## config.mk

```make
export PLATFORM = sky130hd
export DESIGN_NAME = refsel_oneshot
export DESIGN_NICKNAME = d
export VERILOG_FILES = /design/src/rtl/refsel_pkg.sv /design/src/rtl/refsel_mode_fsm.sv /design/src/rtl/refsel_sel_reg.sv /design/src/rtl/refsel_oneshot.sv
export SDC_FILE = /design/constraint.sdc
export NUM_CORES = 1
export LEC_CHECK = 0
export ABC_AREA = 1
export BUFFER_PORTS_ARGS = -buffer_cell sky130_fd_sc_hd__buf_4
export CAP_MARGIN = 20
export CELL_PAD_IN_SITES_DETAIL_PLACEMENT = 1
export CELL_PAD_IN_SITES_GLOBAL_PLACEMENT = 1
export CORE_AREA = 2 2 39 41
export CTS_BUF_LIST = sky130_fd_sc_hd__clkbuf_4 sky130_fd_sc_hd__clkbuf_8
export CTS_CLUSTER_SIZE = 8
export DETAILED_ROUTE_END_ITERATION = 7
export DIE_AREA = 0 0 41 43
export GPL_TIMING_DRIVEN = 0
export PLACE_DENSITY_LB_ADDON = 0.1
export SLEW_MARGIN = 10
export SYNTH_ARGS = -nofsm -noshare
export SYNTH_HDL_FRONTEND = slang
export SYNTH_SLANG_ARGS = --single-unit
```

## constraint.sdc

```tcl
create_clock -name clk -period 1.2 [get_ports clk]
set_input_delay 0.24 -clock clk [delete_from_list [all_inputs] [get_ports clk]]
set_output_delay 0.24 -clock clk [all_outputs]
set_load 0.005 [all_outputs]
```

## src/rtl/refsel_pkg.sv

```systemverilog
package refsel_pkg;
   typedef enum logic [1:0] {
      MODE_MANUAL = 2'd0,
      MODE_ARMED  = 2'd1,
      MODE_SPENT  = 2'd2
   } refsel_mode_e;
endpackage

```

## src/rtl/refsel_mode_fsm.sv

```systemverilog
module refsel_mode_fsm
   import refsel_pkg::*;
(
   input  logic clk,
   input  logic rst_n,
   input  logic auto_in,
   input  logic lor,
   output logic flip,
   output logic armed
);
   refsel_mode_e mode_q, mode_d;

   always_comb begin
      mode_d = mode_q;
      flip   = 1'b0;
      if (!auto_in) begin
         mode_d = MODE_MANUAL;
      end else begin
         unique case (mode_q)
            MODE_MANUAL: mode_d = lor ? MODE_SPENT : MODE_ARMED;
            MODE_ARMED: begin
               if (lor) begin
                  flip   = 1'b1;
                  mode_d = MODE_SPENT;
               end
            end
            default: mode_d = MODE_SPENT;
         endcase
      end
   end

   always_ff @(posedge clk or negedge rst_n) begin
      if (!rst_n) mode_q <= MODE_MANUAL;
      else        mode_q <= mode_d;
   end

   assign armed = (mode_q == MODE_ARMED);


   manual_clears_chk: assert property (@(posedge clk) disable iff (!rst_n)
      !auto_in |=> !armed);

   arm_cause_chk: assert property (@(posedge clk) disable iff (!rst_n)
      $rose(armed) |-> ($past(auto_in) && !$past(lor)));

   spent_hold_chk: assert property (@(posedge clk) disable iff (!rst_n)
      (mode_q == MODE_SPENT && auto_in) |=> (mode_q == MODE_SPENT));

   switch_disarm_chk: assert property (@(posedge clk) disable iff (!rst_n)
      flip |=> !armed);
endmodule

```

## src/rtl/refsel_sel_reg.sv

```systemverilog
module refsel_sel_reg #(
   parameter int unsigned RESET_PORT = 0
) (
   input  logic clk,
   input  logic rst_n,
   input  logic auto_in,
   input  logic man_sel,
   input  logic flip,
   output logic sel
);
   localparam logic RST_SEL = RESET_PORT[0];

   always_ff @(posedge clk or negedge rst_n) begin
      if (!rst_n)        sel <= RST_SEL;
      else if (!auto_in) sel <= man_sel;
      else if (flip)     sel <= ~sel;
   end


   manual_follow_chk: assert property (@(posedge clk) disable iff (!rst_n)
      !auto_in |=> (sel == $past(man_sel)));

   auto_hold_chk: assert property (@(posedge clk) disable iff (!rst_n)
      (auto_in && !flip) |=> $stable(sel));

   flip_inverts_chk: assert property (@(posedge clk) disable iff (!rst_n)
      flip |=> (sel != $past(sel)));
endmodule

```

## src/rtl/refsel_oneshot.sv

```systemverilog
module refsel_oneshot #(
   parameter int unsigned RESET_PORT = 0
) (
   input  logic clk,
   input  logic rst_n,
   input  logic auto_in,
   input  logic man_sel,
   input  logic lor,
   output logic ref_ack,
   output logic armed
);
   generate
      if (RESET_PORT > 1) begin : g_bad_reset_port
         $error("RESET_PORT must be 0 or 1");
      end
   endgenerate

   logic flip;

   refsel_mode_fsm mode_i (
      .clk     (clk),
      .rst_n   (rst_n),
      .auto_in (auto_in),
      .lor     (lor),
      .flip    (flip),
      .armed   (armed)
   );

   refsel_sel_reg #(.RESET_PORT(RESET_PORT)) sel_i (
      .clk     (clk),
      .rst_n   (rst_n),
      .auto_in (auto_in),
      .man_sel (man_sel),
      .flip    (flip),
      .sel     (ref_ack)
   );


   reset_state_chk: assert property (@(posedge clk)
      !rst_n |-> (!armed && (ref_ack == RESET_PORT[0])));
endmodule

```

**Word level (Yosys, flattened, before mapping)**

Cells that the tools add are included.

- ROM bits: 0
- Output and inout bits: 2
- Memories kept: 0
- Register bits: 3
- Latch bits: 0
- Logic and storage cells: 16
- Bits of input ports: 5
- Bits in writable memories: 0

- Add/sub/neg operators: 0
- Mux-type cells: 9
- Reductions and logical operators: 1
- Bitwise logic cells: 1
- Equality and inequality tests: 3
- Multiply operators: 0
- Magnitude comparators: 0
- Shift operators: 0
- Divide/modulo/power cells: 0

Operator list:

| operator | number |
|---|---|
| 2-bit 2-to-1 mux | 3 |
| 1-bit 2-to-1 mux | 5 |
| 2-bit one-hot mux with 2 select lines | 1 |
| 3-bit != test, second input constant | 1 |
| 2-bit by 1-bit equality test with 1-bit output, second input constant | 1 |
| 2-bit logical NOT | 1 |
| 2-bit by 1-bit != test with 1-bit output, second input constant | 1 |
| 1-bit NOT | 1 |

**Logic depth before layout (Yosys ltp)**

Gate-level depths: netlist of run 1.

- Word-level depth: 5
- Depth in mapped cells: 5
- Gate-level depth less buffers: 5

**Cells and area by module**

From an unflattened synthesis of run 1, not the netlist that was laid out.

- Cells, all modules: 24
- Area, all modules: 160.2 um^2

Modules (own cells, without submodules):

| module | area each (um^2) | cells each | times used |
|---|---|---|---|
| refsel_mode_fsm | 96.3 | 13 | 1 |
| refsel_sel_reg | 63.8 | 11 | 1 |

**Least setup slack after synthesis of run 1**

OpenSTA, ideal clock, no wires.

- Path type: register -> register
- From: reg mode_i.mode_q[1]
- To: reg sel_i.sel
- Slack: 0.426 ns
- Stages on the path, launching flop included: 5
- Arrival: 0.657 ns
- Setup time: 0.116 ns
- Required time: 1.084 ns
- Cells stage by stage: dfrtp_1 > nor2_4 > nand2_1 > nand2_1 > nand2_1

- Word-level cells in the longest chain between the ends: 4

RTL lines:

| what | RTL line | source |
|---|---|---|
| start: declaration | refsel_mode_fsm.sv:11 | `refsel_mode_e mode_q, mode_d;` |
| start signal: assignment | refsel_mode_fsm.sv:34 | `else mode_q <= mode_d;` |
| 2-bit by 1-bit equality test with 1-bit output | n/a |  |
| via armed | refsel_oneshot.sv:10 | `output logic armed` |
| 1-bit 2-to-1 mux | refsel_mode_fsm.sv:19 | `unique case (mode_q)` |
| 1-bit 2-to-1 mux | refsel_mode_fsm.sv:16 | `if (!auto_in) begin` |
| 2-bit by 1-bit != test with 1-bit output (no source line) | n/a |  |
| end signal: assignment | refsel_sel_reg.sv:15 | `else if (!auto_in) sel <= man_sel;` |
| end signal: assignment | refsel_sel_reg.sv:16 | `else if (flip) sel <= ~sel;` |
| end: declaration | refsel_sel_reg.sv:9 | `output logic sel` |

The timed path passes the listed nets, and every way through them passes these cells.
A chain may end at the register's enable or synchronous reset.

**Worst setup path in the final report of run 1**

- From: reg mode_i.mode_q[1]
- To: out armed

- Word-level cells in the longest chain between the ends: 1

RTL lines:

| what | RTL line | source |
|---|---|---|
| 2-bit by 1-bit equality test with 1-bit output | refsel_mode_fsm.sv:37 | `assign armed = (mode_q == MODE_ARMED);` |
| end: declaration | refsel_oneshot.sv:10 |  |

Every way passes these cells.

==> flow_metrics.py, run 1 <==
metrics = {
    "clock_tree": {
        "htreeDepth": 1,
        "insertion_delay_ns": 0.23,
        "cts-root-buf": "clkbuf_4",
        "clk_pin_slew_worst_paths_ns": 0.04,
        "post_cts_resized": 0,
        "cts_tree": "yes",
        "clk_path_buf_depth": 2,
        "cts.sink_count": 3,
        "numCtsBuffers": 3,
    },
    "timing": {
        "relSlewSlack_pct": 88.7,
        "rsz0062_at_grt": "false",
        "finalClockSkew_ns": 0.00193,
        "setup_violations": 0,
        "fin_crit_sh_pct": 94.2,
        "timing.final.max_slew_violations": 0,
        "fmaxAchievable_ghz": 0.884,
        "layout_min_cycle_time_ns": 1.13,
        "hold_ws_ns": 0.192,
        "setup_tns_ns": 0,
        "hold_violations": 0,
        "max_slew.worst_pin.slew_ns": 0.169,
    },
    "cells_and_area": {
        "fill_cells": 168,
        "instances_no_fill": 48,
        "drive_gt1_share_pct": 40.6,
        "multi_input_area_um2": 55.1,
        "final_cell_mix": "8 x buf_4, 7 x nand2_1, 4 x inv_1, 4 x clkbuf_4, 3 x dfrtp_1",
        "antenna_cells": 0,
        "ff_latch_area_um2": 75.1,
        "area_growth_pct": 82.8,
        "final_nets": 38,
        "final_common_cell": "buf_4",
    },
    "hold_path": {
        "hp-class": "in -> reg",
    },
    "logic_synthesis": {
        "synth.largest_area_cell": "dfrtp_1",
        "synth-simple-area-share_pct": 37.9,
        "synth_mux_area_share_pct": 0,
        "ys_seq_area_share_pct": 51.7,
        "synth.avg_cell_area_um2": 7.64,
        "synth_warnings": 0,
        "ys_ff_latch": 3,
        "synth_top_family_by_area": "simple AND/OR/NAND/NOR gates",
        "synthDistinctLibCells": 7,
        "synth_compound_area_share_pct": 0,
        "ys_top_cells_by_area": "dfrtp_1 52%, nand2_1 18%, inv_1 10%",
        "synthCells": 19,
        "yosys.area_share.xor_xnor_pct": 0,
        "netlist.area_leader.share_pct": 51.7,
        "syn_area_um2": 145,
        "synth_fa_ha_area_share_pct": 0,
        "syn_nets": 24,
    },
    "setup_path": {
        "cp_slowest_cell": "dfrtp_1",
        "crit_family": "flip-flops",
        "r2r_slack_ns": 0.38,
        "cp-end-kind": "output port",
        "cp.required_ns": 0.96,
        "cp_max_fo": 3,
        "timing.critical_path.cells": "nor2_4, buf_4",
        "cp_data_arrival_time_ns": 0.89,
        "cp-start-kind": "flip-flop",
        "crit_type": "reg -> out",
        "critPathMaxStageDelay_ns": 0.41,
        "critPathBufInv": 1,
    },
    "floorplanning": {
        "core_um2": 1380,
        "die_x_um": 41,
        "die_area_um2": 1760,
        "rows": 14,
        "dieHeight_um": 43,
        "start_util_pct": 10.5,
        "io_pins": 7,
    },
    "routing": {
        "drc": 0,
        "ant_nets": 0,
        "wl_per_cell_um": 7.79,
        "drtPass1Iterations": 1,
        "drtIter0Drc": 0,
        "wl_um": 374,
        "vias": 156,
        "avgViaCountPerCell": 3.25,
    },
    "grt": {
        "antenna_found_initial": 0,
        "grt_pass1_wl_um": 641,
        "grt-ovfl-total": 0,
        "grt.total_usage_pct": 6.45,
        "grt_pass1_vias": 161,
        "grt_max_degree": 4,
    },
    "run": {
        "cap_violations": 0,
    },
    "place": {
        "placed_cells": 41,
        "portBuffers": 6,
        "place.gp.congestion": 0.636,
        "dp_hpwl_um": 284,
    },
    "power": {
        "powerDensity_nw_per_um2": 1370,
        "p_leak_nw": 0.147,
        "vdd_ir_drop_max_uv": 259,
        "p_total_mw": 0.363,
    },
    "run_status": {
        "status": "finished, final reports clean",
    },
}
stage by stage:
stage	setup slack [ns]	cell area, µm²	utilization [%]
3_5_place_dp	0.294	210	15.2
2_1_floorplan	0.426	145	-
6_report	0.0691	265	19.2
3_3_place_gp	0.303	210	15.2
5_1_grt	0.0150	265	19.2
4_1_cts	0.0380	250	18.1
final timing paths:
check,endpoint,start,cells after the start
worst min register to register,sel_i.sel$_DFFE_PN0P_,sel_i.sel$_DFFE_PN0P_,3
min in group asynchronous,sel_i.sel$_DFFE_PN0P_,rst_n,2
worst min-delay path,mode_i.mode_q[0]$_DFFE_PN0P_,lor,2
worst max-delay path,armed,mode_i.mode_q[1]$_DFFE_PN0P_,2
worst max register to register,mode_i.mode_q[0]$_DFFE_PN0P_,mode_i.mode_q[1]$_DFFE_PN0P_,2
max in group asynchronous,mode_i.mode_q[0]$_DFFE_PN0P_,rst_n,2
synth_stat cells:
library cell	n
nor2_1	2
dfrtp_1	3
nor2_4	1
nand3_1	1
inv_1	4
nor3_1	1
nand2_1	7
flip-flops by register name, indices dropped and copies added (netlist names):
name	flops
sel_i.sel	1
mode_i.mode_q	2
per-layer routing:
| layer | up-vias | GRT usage (%) | part of all wire, % | routed length (µm) |
|---|---|---|---|---|
| li1 | 80 | - | - | - |
| met5 | - | 0 | 0 | 0 |
| met4 | 0 | 12.0 | 0 | 0 |
| met3 | 0 | 1.57 | 4.0 | 15 |
| met2 | 5 | 6.88 | 51 | 190 |
| met1 | 71 | 6.82 | 45 | 167 |
cell families after synthesis:
family        Yosys count
buf+inv                 4
flops                   3
simple gates           12
final cells by class:
| class | count | area share (%) |
|---|---|---|
| Inverter | 4 | 5.66 |
| Multi-Input combinational cell | 12 | 20.8 |
| Sequential cell | 3 | 28.3 |
| Clock buffer | 4 | 11.3 |
| Tap cell | 16 | 7.55 |
| Timing Repair Buffer | 9 | 26.4 |
power by group:
part           switching (mW)  internal [mW]
logic                  0.0201         0.0289
registers             0.00674          0.109
clock network          0.0508          0.147
repair_timing:
item,4_1_cts,5_1_grt
hold buffers,1,0
hold endpoints to repair,3,0
setup buffers,0,2
setup endpoints to repair,0,1
Note: power is estimated with default switching activity, not from simulation.
==> run 2: changes to the inputs <==
ABC_AREA = 0   (was 1)
==> run 2 against run 1 <==
  * Sequential share of layout area is 4.0 points higher
  * Die area stayed put
  * Setup slack worse by 0.051 ns
  * Via count is 30% lower
  * First-iteration DRC count is 2 higher
  * Clock skew is 0.00054 ns higher
  * Synthesized cell count is 47% lower
  * Final area is 12% lower
  * Cell count is 23% lower
  * Sequential power hardly changed
  * Total power is 2.1% lower
  * Non-clock buffer count is 2 lower
  * Critical path type unchanged
  * Largest cell class unchanged
  * Highest routed layer unchanged
==> flow_metrics.py, run 2 <==
metrics = {
    "hold_path": {
        "hp-class": "in -> reg",
    },
    "logic_synthesis": {
        "netlist.area_leader.share_pct": 60.6,
        "yosys.cell_count.top_type": "dfrtp_1",
        "synthDistinctLibCells": 8,
        "syn_area_um2": 124,
        "synthFlopType": "dfrtp_1",
        "ys_seq_area_share_pct": 60.6,
        "synthCells": 10,
        "syn_nets": 15,
        "synth_async_sr_flop_share_pct": 100,
        "synth_edf_count": 0,
        "synth.largest_area_cell": "dfrtp_1",
        "ys_ff_latch": 3,
        "synth.avg_cell_area_um2": 12.4,
        "synth_warnings": 0,
        "ys_top_cells_by_area": "dfrtp_1 61%, and2b_2 7.1%, xor2_1 7.1%",
    },
    "clock_tree": {
        "cts_tree": "yes",
        "insertion_delay_ns": 0.23,
        "cts.sink_count": 3,
        "clk_pin_slew_worst_paths_ns": 0.04,
        "htreeDepth": 1,
        "clk_path_buf_depth": 2,
        "numCtsBuffers": 3,
        "cts-root-buf": "clkbuf_4",
    },
    "floorplanning": {
        "start_util_pct": 8.95,
        "rows": 14,
        "dieHeight_um": 43,
        "core_um2": 1380,
        "io_pins": 7,
        "die_x_um": 41,
        "die_area_um2": 1760,
    },
    "setup_path": {
        "cp-start-kind": "flip-flop",
        "critPathMaxStageDelay_ns": 0.37,
        "cp_slowest_cell": "dfrtp_1",
        "crit_end": "armed",
        "timing.critical_path.cells": "and2b_2, buf_6",
        "crit_type": "reg -> out",
        "rr_startpoint": "mode_i.mode_q[1]$_DFFE_PN0P_",
        "cp_max_fo": 4,
        "cp.required_ns": 0.96,
        "cp_data_arrival_time_ns": 0.94,
        "worst-r2r-cell-count": 3,
        "startpoint": "mode_i.mode_q[1]$_DFFE_PN0P_",
        "cp-end-kind": "output port",
        "r2r_slack_ns": 0.26,
        "r2r_end": "sel_i.sel$_DFFE_PN0P_",
    },
    "timing": {
        "setup_violations": 0,
        "worst_slack_ns": 0.0183,
        "setup_tns_ns": 0,
        "finalClockSkew_ns": 0.00248,
        "timing.final.max_slew_violations": 0,
        "relSlewSlack_pct": 90.4,
        "hold_violations": 0,
        "rsz0062_at_grt": "true",
        "fmaxAchievable_ghz": 0.846,
        "layout_min_cycle_time_ns": 1.18,
        "fin_crit_sh_pct": 98.5,
        "max_slew.worst_pin.slew_ns": 0.143,
        "hold_ws_ns": 0.178,
    },
    "routing": {
        "ant_nets": 0,
        "drtPass1Iterations": 2,
        "avgViaCountPerCell": 2.95,
        "wl_um": 296,
        "drtIter0Drc": 2,
        "wl_per_cell_um": 8.00,
        "vias": 109,
        "drc": 0,
    },
    "grt": {
        "grt-ovfl-total": 0,
        "grt_pass1_wl_um": 517,
        "grt_max_degree": 5,
        "grt.total_usage_pct": 5.43,
        "grt_pass1_vias": 118,
        "antenna_found_initial": 0,
    },
    "place": {
        "place.gp.congestion": 0.562,
        "place_ws_ns": 0.253,
        "dp_hpwl_um": 236,
        "portBuffers": 6,
    },
    "cells_and_area": {
        "final_common_cell": "buf_4",
        "antenna_cells": 0,
        "fin_util_pct": 16.8,
        "top_regs": "mode_i.mode_q: 2 flops, sel_i.sel: 1 flops",
        "final_cell_mix": "5 x buf_4, 4 x clkbuf_4, 3 x dfrtp_1",
        "regMostFlops": "mode_i.mode_q",
        "area_growth_pct": 87.9,
        "drive_gt1_share_pct": 52.4,
        "final_nets": 27,
        "largest_reg_flops": 2,
        "fill_cells": 158,
    },
    "power": {
        "vdd_ir_drop_max_uv": 345,
        "p_leak_nw": 0.106,
        "powerDensity_nw_per_um2": 1530,
        "p_total_mw": 0.355,
    },
    "run_status": {
        "status": "finished, final reports clean",
    },
    "run": {
        "cap_violations": 0,
    },
}
==> run 2: cell types whose count changed after synthesis <==
cell	change
nand2_1	-7
inv_1	-4
a21oi_1	+1
and2b_2	+1
nand3_1	-1
nand3b_1	+1
nor2_1	-1
nor2_4	-1
nor3_1	-1
nor3b_1	+1
o21a_1	+1
xor2_1	+1
==> run 2: stage by stage <==
step | area (µm²) | cells
2_1_floorplan | 124 | 10
3_3_place_gp | 189 | 32
3_5_place_dp | 189 | 32
4_1_cts | 233 | 37
5_1_grt | 233 | 37
6_report | 233 | 37
==> run 2: report_power, final <==
part	switching (mW)	internal (mW)	leakage [nW]	total [mW]
registers	0.00508	0.109	0.0370	0.114
clock network	0.0555	0.147	0.0184	0.203
logic	0.0126	0.0254	0.0507	0.0380
==> run 2: worst min-delay path by stage <==
stage,start,endpoint,slack [ns],depth (start not counted)
floorplan,rst_n,mode_i.mode_q[0]$_DFFE_PN0P_,-0.06,0
global placement,rst_n,mode_i.mode_q[0]$_DFFE_PN0P_,0.04,1
detailed placement,rst_n,mode_i.mode_q[0]$_DFFE_PN0P_,0.03,1
CTS,lor,mode_i.mode_q[0]$_DFFE_PN0P_,0.17,2
global route,lor,mode_i.mode_q[0]$_DFFE_PN0P_,0.16,2
finish,lor,mode_i.mode_q[0]$_DFFE_PN0P_,0.18,2
==> run 2: critical path, delay by kind of cell, from the launching register on <==
kind | cells | cell delay (ns)
flops | 1 | 0.37
simple gates | 1 | 0.23
buf+inv | 1 | 0.11
==> run 2: what timing repair did <==
action                                  CTS  global route
setup buffers                             0             0
endpoints found under the setup margin    1             1
hold endpoints to repair                  3             0
hold buffers                              1             0
resized for setup                         1             0
==> run 2: kinds of logic (layout without fill, tap and decap cells) <==
logic type / count (synthesis) / count (layout) / share of synthesized area, %
flip-flops: 3 / 3 / 60.6
XOR/XNOR: 1 / 1 / 7.07
AND/OR/NAND/NOR: 4 / 4 / 22.2
AO/OA/AOI/OAI: 2 / 2 / 10.1
buffers and inverters: 0 / 11 / 0
==> run 2: area by class of cell <==
type	count	area [µm²]	share of cell area, %
Clock buffer	4	30.0	12.9
Sequential cell	3	75.1	32.3
Tap cell	16	20.0	8.60
Timing Repair Buffer	7	58.8	25.3
Multi-Input combinational cell	7	48.8	21.0
==> run 2: layer usage <==
layer / up-vias / track usage (%) / share of wire (%)
li1: 56 / - / -
met1: 50 / 5.16 / 40
met2: 3 / 5.31 / 51
met3: 0 / 4.71 / 8.4
met4: 0 / 8.00 / 0
met5: - / 0 / 0
